[config.mk]
export PLATFORM = sky130hd
export DESIGN_NAME = tss_space_switch
export DESIGN_NICKNAME = d
export VERILOG_FILES = /design/src/rtl/tss_pkg.sv /design/src/rtl/tss_slot_ctr.sv /design/src/rtl/tss_ctrl_mem.sv /design/src/rtl/tss_xpoint_col.sv /design/src/rtl/tss_space_switch.sv
export SDC_FILE = /design/constraint.sdc
export NUM_CORES = 1
export LEC_CHECK = 0
export BUFFER_PORTS_ARGS = -buffer_cell sky130_fd_sc_hd__buf_2
export CORE_MARGIN = 8
export CORE_UTILIZATION = 35
export CTS_BUF_LIST = sky130_fd_sc_hd__clkbuf_4 sky130_fd_sc_hd__clkbuf_8
export DETAILED_ROUTE_END_ITERATION = 16
export GPL_TIMING_DRIVEN = 0
export SLEW_MARGIN = 20
export SYNTH_ARGS = -nofsm -noshare
export SYNTH_HDL_FRONTEND = slang
export SYNTH_SLANG_ARGS = --single-unit
[constraint.sdc]
create_clock -name clk -period 3 [get_ports clk]
set_input_delay 0.6 -clock clk [delete_from_list [all_inputs] [get_ports clk]]
set_output_delay 0.6 -clock clk [all_outputs]
set_load 0.005 [all_outputs]
[src/rtl/tss_pkg.sv]
package tss_pkg;

  // index width for a count, never below one bit
  function automatic int idx_w(input int n);
    return (n > 1) ? $clog2(n) : 1;
  endfunction

  // slot that follows prev in a frame of slots cycles
  function automatic int slot_after(input int prev, input int slots);
    return (prev + 1 >= slots) ? 0 : prev + 1;
  endfunction

  // a configuration write is accepted only with all indices in range
  function automatic bit cfg_legal(input int o, input int s, input int src,
                                   input int n_out, input int slots, input int n_in);
    return (o < n_out) && (s < slots) && (src < n_in);
  endfunction

  // flat table position of (output, slot)
  function automatic int entry_pos(input int o, input int s, input int slots);
    return o * slots + s;
  endfunction

endpackage

[src/rtl/tss_slot_ctr.sv]
module tss_slot_ctr import tss_pkg::*; #(
  parameter int SLOTS = 8,
  parameter int SLW   = 3
) (
  input  logic           clk,
  input  logic           rst_n,
  input  logic           frame_sync,
  output logic [SLW-1:0] cur_slot
);

  logic [SLW-1:0] cnt_q;

  assign cur_slot = frame_sync ? '0 : SLW'(slot_after(int'(cnt_q), SLOTS));

  always_ff @(posedge clk) begin
    if (!rst_n) cnt_q <= SLW'(SLOTS - 1);
    else        cnt_q <= cur_slot;
  end

  // slot number always stays inside the frame
  assert_slot_range_R7: assert property (@(posedge clk) disable iff (!rst_n)
    int'(cur_slot) < SLOTS);

endmodule

[src/rtl/tss_ctrl_mem.sv]
module tss_ctrl_mem import tss_pkg::*; #(
  parameter int N_IN  = 4,
  parameter int N_OUT = 4,
  parameter int SLOTS = 8,
  parameter int SRC_W = 2,
  parameter int SLW   = 3,
  parameter int OUT_W = 2
) (
  input  logic                        clk,
  input  logic                        rst_n,
  input  logic                        frame_sync,
  input  logic [SLW-1:0]              rd_slot,
  input  logic                        cfg_we,
  input  logic [OUT_W-1:0]            cfg_out,
  input  logic [SLW-1:0]              cfg_slot,
  input  logic [SRC_W-1:0]            cfg_src,
  input  logic                        cfg_en,
  output logic [N_OUT-1:0][SRC_W-1:0] sel_src,
  output logic [N_OUT-1:0]            sel_vld
);

  localparam int ENT = N_OUT * SLOTS;
  localparam int EW  = SRC_W + 1;
  localparam int IW  = idx_w(ENT);

  logic [ENT-1:0][EW-1:0] shd_q;
  logic [ENT-1:0][EW-1:0] act_q;
  logic                   wr_ok;
  logic [IW-1:0]          wr_idx;

  assign wr_ok  = cfg_we && cfg_legal(int'(cfg_out), int'(cfg_slot), int'(cfg_src),
                                      N_OUT, SLOTS, N_IN);
  assign wr_idx = IW'(entry_pos(int'(cfg_out), int'(cfg_slot), SLOTS));

  always_ff @(posedge clk) begin
    if (!rst_n) begin
      shd_q <= '0;
      act_q <= '0;
    end else begin
      if (frame_sync) act_q <= shd_q;
      if (wr_ok)      shd_q[wr_idx] <= {cfg_en, cfg_src};
    end
  end

  // the strobe cycle reads the copy that is being committed
  for (genvar j = 0; j < N_OUT; j++) begin : g_rd
    logic [IW-1:0] rd_idx;
    logic [EW-1:0] ent;
    assign rd_idx     = IW'(entry_pos(j, int'(rd_slot), SLOTS));
    assign ent        = frame_sync ? shd_q[rd_idx] : act_q[rd_idx];
    assign sel_src[j] = ent[SRC_W-1:0];
    assign sel_vld[j] = ent[SRC_W];
  end

  // live table only changes at a frame strobe
  assert_live_hold_R6: assert property (@(posedge clk) disable iff (!rst_n)
    !frame_sync |=> $stable(act_q));

  // rejected writes leave the shadow table alone
  assert_bad_write_R9: assert property (@(posedge clk) disable iff (!rst_n)
    (cfg_we && !wr_ok) |=> $stable(shd_q));

endmodule

[src/rtl/tss_xpoint_col.sv]
module tss_xpoint_col #(
  parameter int N_IN  = 4,
  parameter int DW    = 8,
  parameter int SRC_W = 2
) (
  input  logic              clk,
  input  logic              rst_n,
  input  logic [N_IN*DW-1:0] in_data,
  input  logic [SRC_W-1:0]  src,
  input  logic              vld,
  output logic [DW-1:0]     q
);

  logic [N_IN-1:0] gate;
  logic [DW-1:0]   acc;
  logic [DW-1:0]   nxt;
  logic [DW-1:0]   sel_byte;

  // one enable gate per crosspoint on this vertical
  for (genvar i = 0; i < N_IN; i++) begin : g_gate
    assign gate[i] = vld && (src == SRC_W'(i));
  end

  always_comb begin
    acc = '0;
    for (int i = 0; i < N_IN; i++)
      if (gate[i]) acc = acc | in_data[i*DW +: DW];
    nxt = (|gate) ? acc : {DW{1'b1}};
  end

  always_ff @(posedge clk) begin
    if (!rst_n) q <= {DW{1'b1}};
    else        q <= nxt;
  end

  assign sel_byte = in_data[int'(src)*DW +: DW];

  // a disabled entry yields the idle byte
  assert_idle_R5: assert property (@(posedge clk) disable iff (!rst_n)
    !vld |=> q == {DW{1'b1}});

  // an enabled entry forwards the chosen input one clock later
  assert_pass_R2: assert property (@(posedge clk) disable iff (!rst_n)
    vld |=> q == $past(sel_byte));

endmodule

[src/rtl/tss_space_switch.sv]
module tss_space_switch import tss_pkg::*; #(
  parameter int N_IN  = 4,
  parameter int N_OUT = 4,
  parameter int SLOTS = 8,
  parameter int DW    = 8,
  localparam int SRC_W = idx_w(N_IN),
  localparam int SLW   = idx_w(SLOTS),
  localparam int OUT_W = idx_w(N_OUT)
) (
  input  logic                clk,
  input  logic                rst_n,
  input  logic                frame_sync,
  input  logic [N_IN*DW-1:0]  in_data,
  input  logic                cfg_we,
  input  logic [OUT_W-1:0]    cfg_out,
  input  logic [SLW-1:0]      cfg_slot,
  input  logic [SRC_W-1:0]    cfg_src,
  input  logic                cfg_en,
  output logic                out_sync,
  output logic [N_OUT*DW-1:0] out_data
);

  logic [SLW-1:0]              cur_slot;
  logic [N_OUT-1:0][SRC_W-1:0] sel_src;
  logic [N_OUT-1:0]            sel_vld;

  tss_slot_ctr #(.SLOTS(SLOTS), .SLW(SLW)) u_ctr (
    .clk(clk), .rst_n(rst_n), .frame_sync(frame_sync), .cur_slot(cur_slot)
  );

  tss_ctrl_mem #(.N_IN(N_IN), .N_OUT(N_OUT), .SLOTS(SLOTS),
                 .SRC_W(SRC_W), .SLW(SLW), .OUT_W(OUT_W)) u_cm (
    .clk(clk), .rst_n(rst_n), .frame_sync(frame_sync), .rd_slot(cur_slot),
    .cfg_we(cfg_we), .cfg_out(cfg_out), .cfg_slot(cfg_slot),
    .cfg_src(cfg_src), .cfg_en(cfg_en), .sel_src(sel_src), .sel_vld(sel_vld)
  );

  for (genvar j = 0; j < N_OUT; j++) begin : g_col
    tss_xpoint_col #(.N_IN(N_IN), .DW(DW), .SRC_W(SRC_W)) u_col (
      .clk(clk), .rst_n(rst_n), .in_data(in_data),
      .src(sel_src[j]), .vld(sel_vld[j]), .q(out_data[j*DW +: DW])
    );
  end

  always_ff @(posedge clk) begin
    if (!rst_n) out_sync <= 1'b0;
    else        out_sync <= frame_sync;
  end

  // frame marker follows the strobe by one clock
  assert_sync_delay_R8: assert property (@(posedge clk) disable iff (!rst_n)
    frame_sync |=> out_sync);
  assert_sync_quiet_R8: assert property (@(posedge clk) disable iff (!rst_n)
    !frame_sync |=> !out_sync);

endmodule

==> impl_metrics.ini <==
[synth]
ys_warn_count = 0
synth-async-reset-ratio_pct = 0
syn-num-nets = 1131
synth.distinct_cells = 59
avgSynthCellArea_sq_um = 9.719
netlist_instances = 1086
synth-edff-count = 0
synth_seq_area_share_pct = 43.24
synth-seq-cells = 228
synth_top_area_share_pct = 43.24
synthTopCellsByCount = dfxtp_1, mux2i_1, nand2_1, nor2b_1, a21boi_0
synth_flop_cell = dfxtp_1
synthTopCellsByArea = dfxtp_1, mux2i_1, a21boi_0
synthesis.area_sq_um = 10560
synth_area_leader_cell = dfxtp_1
post-synth-top-count-cell = dfxtp_1

[placement]
port_buffers = 72
place_hpwl_um = 23950
pre_cts_ws_ns = -0.1241
routabilityCongestion = 0.8461

[global_routing]
antenna_found_initial = 0
grtUsageTotal_pct = 17.61
grt_first_pass_wirelength_um = 49840
grt_max_degree = 11
first_global_vias = 8499
grt_overflow = 0

[clocking]
tritoncts = done
cts_buffers = 39
clk_pin_slew_ns = 0.06
cts-root-buf = clkbuf_8
cts_setup_buffers = 0
cts_buffer_depth = 3
clk_latency_ns = 0.56
clkSinkCount = 228
htreeDepth = 2
hold_buffers = 0

[setup_path]
worstPathArrival_ns = 3.23
r2r_setup_slack_ns = 0.18
timing.rr.start = u_ctr.cnt_q[0]
critPathBufInv = 1
r2r_cells = 9
worstPathMaxFanout = 10
start_kind = flop
r2r-end = g_col[1].u_col.q[6]
crit_path_cell_trace = ha_1, nor2b_2, mux2i_1, a2111oi_0, a221oi_2, buf_4, a221oi_1, a21o_1, nand2_1
cp_slowest_stage_delay_ns = 0.73
critPathCaptureType = flop
cp_top_family = compound AO/OA/AOI/OAI gates
path_class = flop to flop
crit_required_ns = 3.41
crit_slowest_cell = a2111oi_0
cp_num_cells = 9

[power]
ir_drop_mv = 0.2352
clkPwrFrac_pct = 43.4
swShare_pct = 25.73
p_seq_share_pct = 46.6
p_leak_uw = 0.004424
power_frac_comb_pct = 10.0
p_switching_uw = 1694
p_total_uw = 6584
cellPowerDensity_nw_per_um2 = 537.4
p_int_uw = 4890

[cells_and_area]
diodes = 0
area_growth_syn_to_layout_pct = 16.06
final_util_pct = 41.33
seq_area_sq_um = 4564
drive_gt1_share_pct = 16.80
n_fill_cell = 3025
multiInputGateArea_sq_um = 5630
fin_nets = 1244

[drt]
ant_nets = 0
drc = 0
vias_per_cell = 5.275
first_iter_violations = 500
vias = 8524
routed_wl_um = 32700
firstDrtPassIters = 5
wl_per_cell_um = 20.24

[sta]
final.period_utilization_pct = 94.06
timing.final.ws_setup_ns = 0.1783
setup_violations = 0
fin_skew_ns = 0.03599
finalSetupTns_ns = 0
slew_headroom_pct = 34.01
fmax_mhz = 354.4
grt_setup_unrepaired = no
drv_slew = 0
holdWs_ns = 0.3547
tightest_slew_ns = 0.9877
fin_crit_ns = 2.822
final_hold_viol_count = 0

[flow_run]
maxCapViolCount = 0

[floorplanning]
die_x_um = 189.7
core_sq_um = 29640
row_count = 63
die_y_um = 189.7
die-area_sq_um = 35970
io_pins = 77
initial_core_util_pct = 35.61

[outcome]
outcome = finished clean

[min_path]
worstHoldEndpoint = g_col[0].u_col.q[5]
holdPathStages = 2
min_from = in_data[29]
hp-class = primary input to flop
## through the flow
step                instance area, sq um  std cells
finish                             12250       1616
detailed placement                 11410       1548
global route                       12250       1616
floorplan                          10560       1086
CTS                                12200       1616
global placement                   11400       1548
## worst reg2reg max path: cells and delay by family, from the launching register on
| family | cells | cell delay (ns) |
|---|---|---|
| flops | 1 | 0.32 |
| mux | 1 | 0.15 |
| buf+inv | 1 | 0.24 |
| fa+ha+maj | 1 | 0.33 |
| compound gates | 4 | 1.26 |
| simple gates | 2 | 0.39 |
## power by group through the flow
| stage | combinational (uW) | sequential [uW] | clock [uW] |
|---|---|---|---|
| final | 659 | 3070 | 2860 |
| after global routing | 695 | 3070 | 3040 |
| after CTS | 641 | 3070 | 2900 |
| after detailed placement | 638 | 3130 | 0 |
| after global placement | 633 | 3130 | 0 |
| after floorplan | 401 | 3130 | 0 |
## timing repair
action	CTS	global route
pin swaps	1	0
gates resized for setup	1	12
endpoints found under the setup margin	11	24
## kinds of logic (layout without fill, tap and decap cells)
| kind of cell | after synthesis | in the layout | share of synthesized area (%) |
|---|---|---|---|
| simple gates | 376 | 376 | 17.70 |
| flops | 228 | 228 | 43.24 |
| compound gates | 206 | 206 | 14.46 |
| mux | 188 | 188 | 20.60 |
| buf+inv | 87 | 227 | 3.876 |
| fa+ha+maj | 1 | 1 | 0.1185 |
## worst max-delay path by stage
stage / from / end / slack, ns
4_1_cts: u_ctr.cnt_q[0] / g_col[0].u_col.q[0] / 0.008
3_3_place_gp: frame_sync / g_col[1].u_col.q[5] / -0.11
6_report: u_ctr.cnt_q[0] / g_col[1].u_col.q[6] / 0.18
5_1_grt: u_ctr.cnt_q[0] / g_col[1].u_col.q[5] / 0.03
2_1_floorplan: frame_sync / g_col[0].u_col.q[0] / 0.43
3_5_place_dp: frame_sync / u_cm.act_q[2] / -0.12
## placed cells by master, fill, tap and decap left out, drive strengths merged, types with 4 or more instances in the layout
cell type / Yosys / final
dfxtp: 228 / 228
mux2i: 158 / 158
nand2: 151 / 151
clkbuf: 57 / 121
nor2b: 103 / 103
buf: 28 / 99
a21boi: 94 / 94
nand3: 52 / 52
o21ai: 48 / 48
nor2: 31 / 31
mux4: 19 / 19
mux2: 11 / 11
a21oi: 11 / 11
and3: 10 / 10
a221oi: 10 / 10
a21o: 9 / 9
a2111o: 8 / 8
o221ai: 7 / 7
nor3b: 7 / 7
nor3: 5 / 5
and2: 4 / 4
nand3b: 4 / 4
## metal layers
| metal | GRT usage (%) | up-vias | share of wire (%) | routed length (um) |
|---|---|---|---|---|
| met3 | 4.028 | 63 | 6.8 | 2234 |
| met1 | 23.45 | 4105 | 47 | 15240 |
| met4 | 6.434 | 0 | 2.9 | 944 |
| li1 | - | 4056 | - | - |
| met2 | 27.54 | 300 | 44 | 14290 |
| met5 | 0 | - | 0 | 0 |
## flip-flops by register name, summed over array words and instances (netlist names)
name / cells
u_ctr.cnt_q: 3
out_sync: 1
u_cm.shd_q: 96
g_col.u_col.q: 32
u_cm.act_q: 96
## cell type report
class,instances,share of cell area [%]
repair buffers,72,2.941
well taps,390,3.983
clock inverters,5,0.2553
plain buffers,85,3.381
multi-input cells,771,45.96
flip-flops and latches,228,37.26
inverters,2,0.06128
clock buffers,63,6.159
No activity file was read; power rests on OpenSTA's default activity.
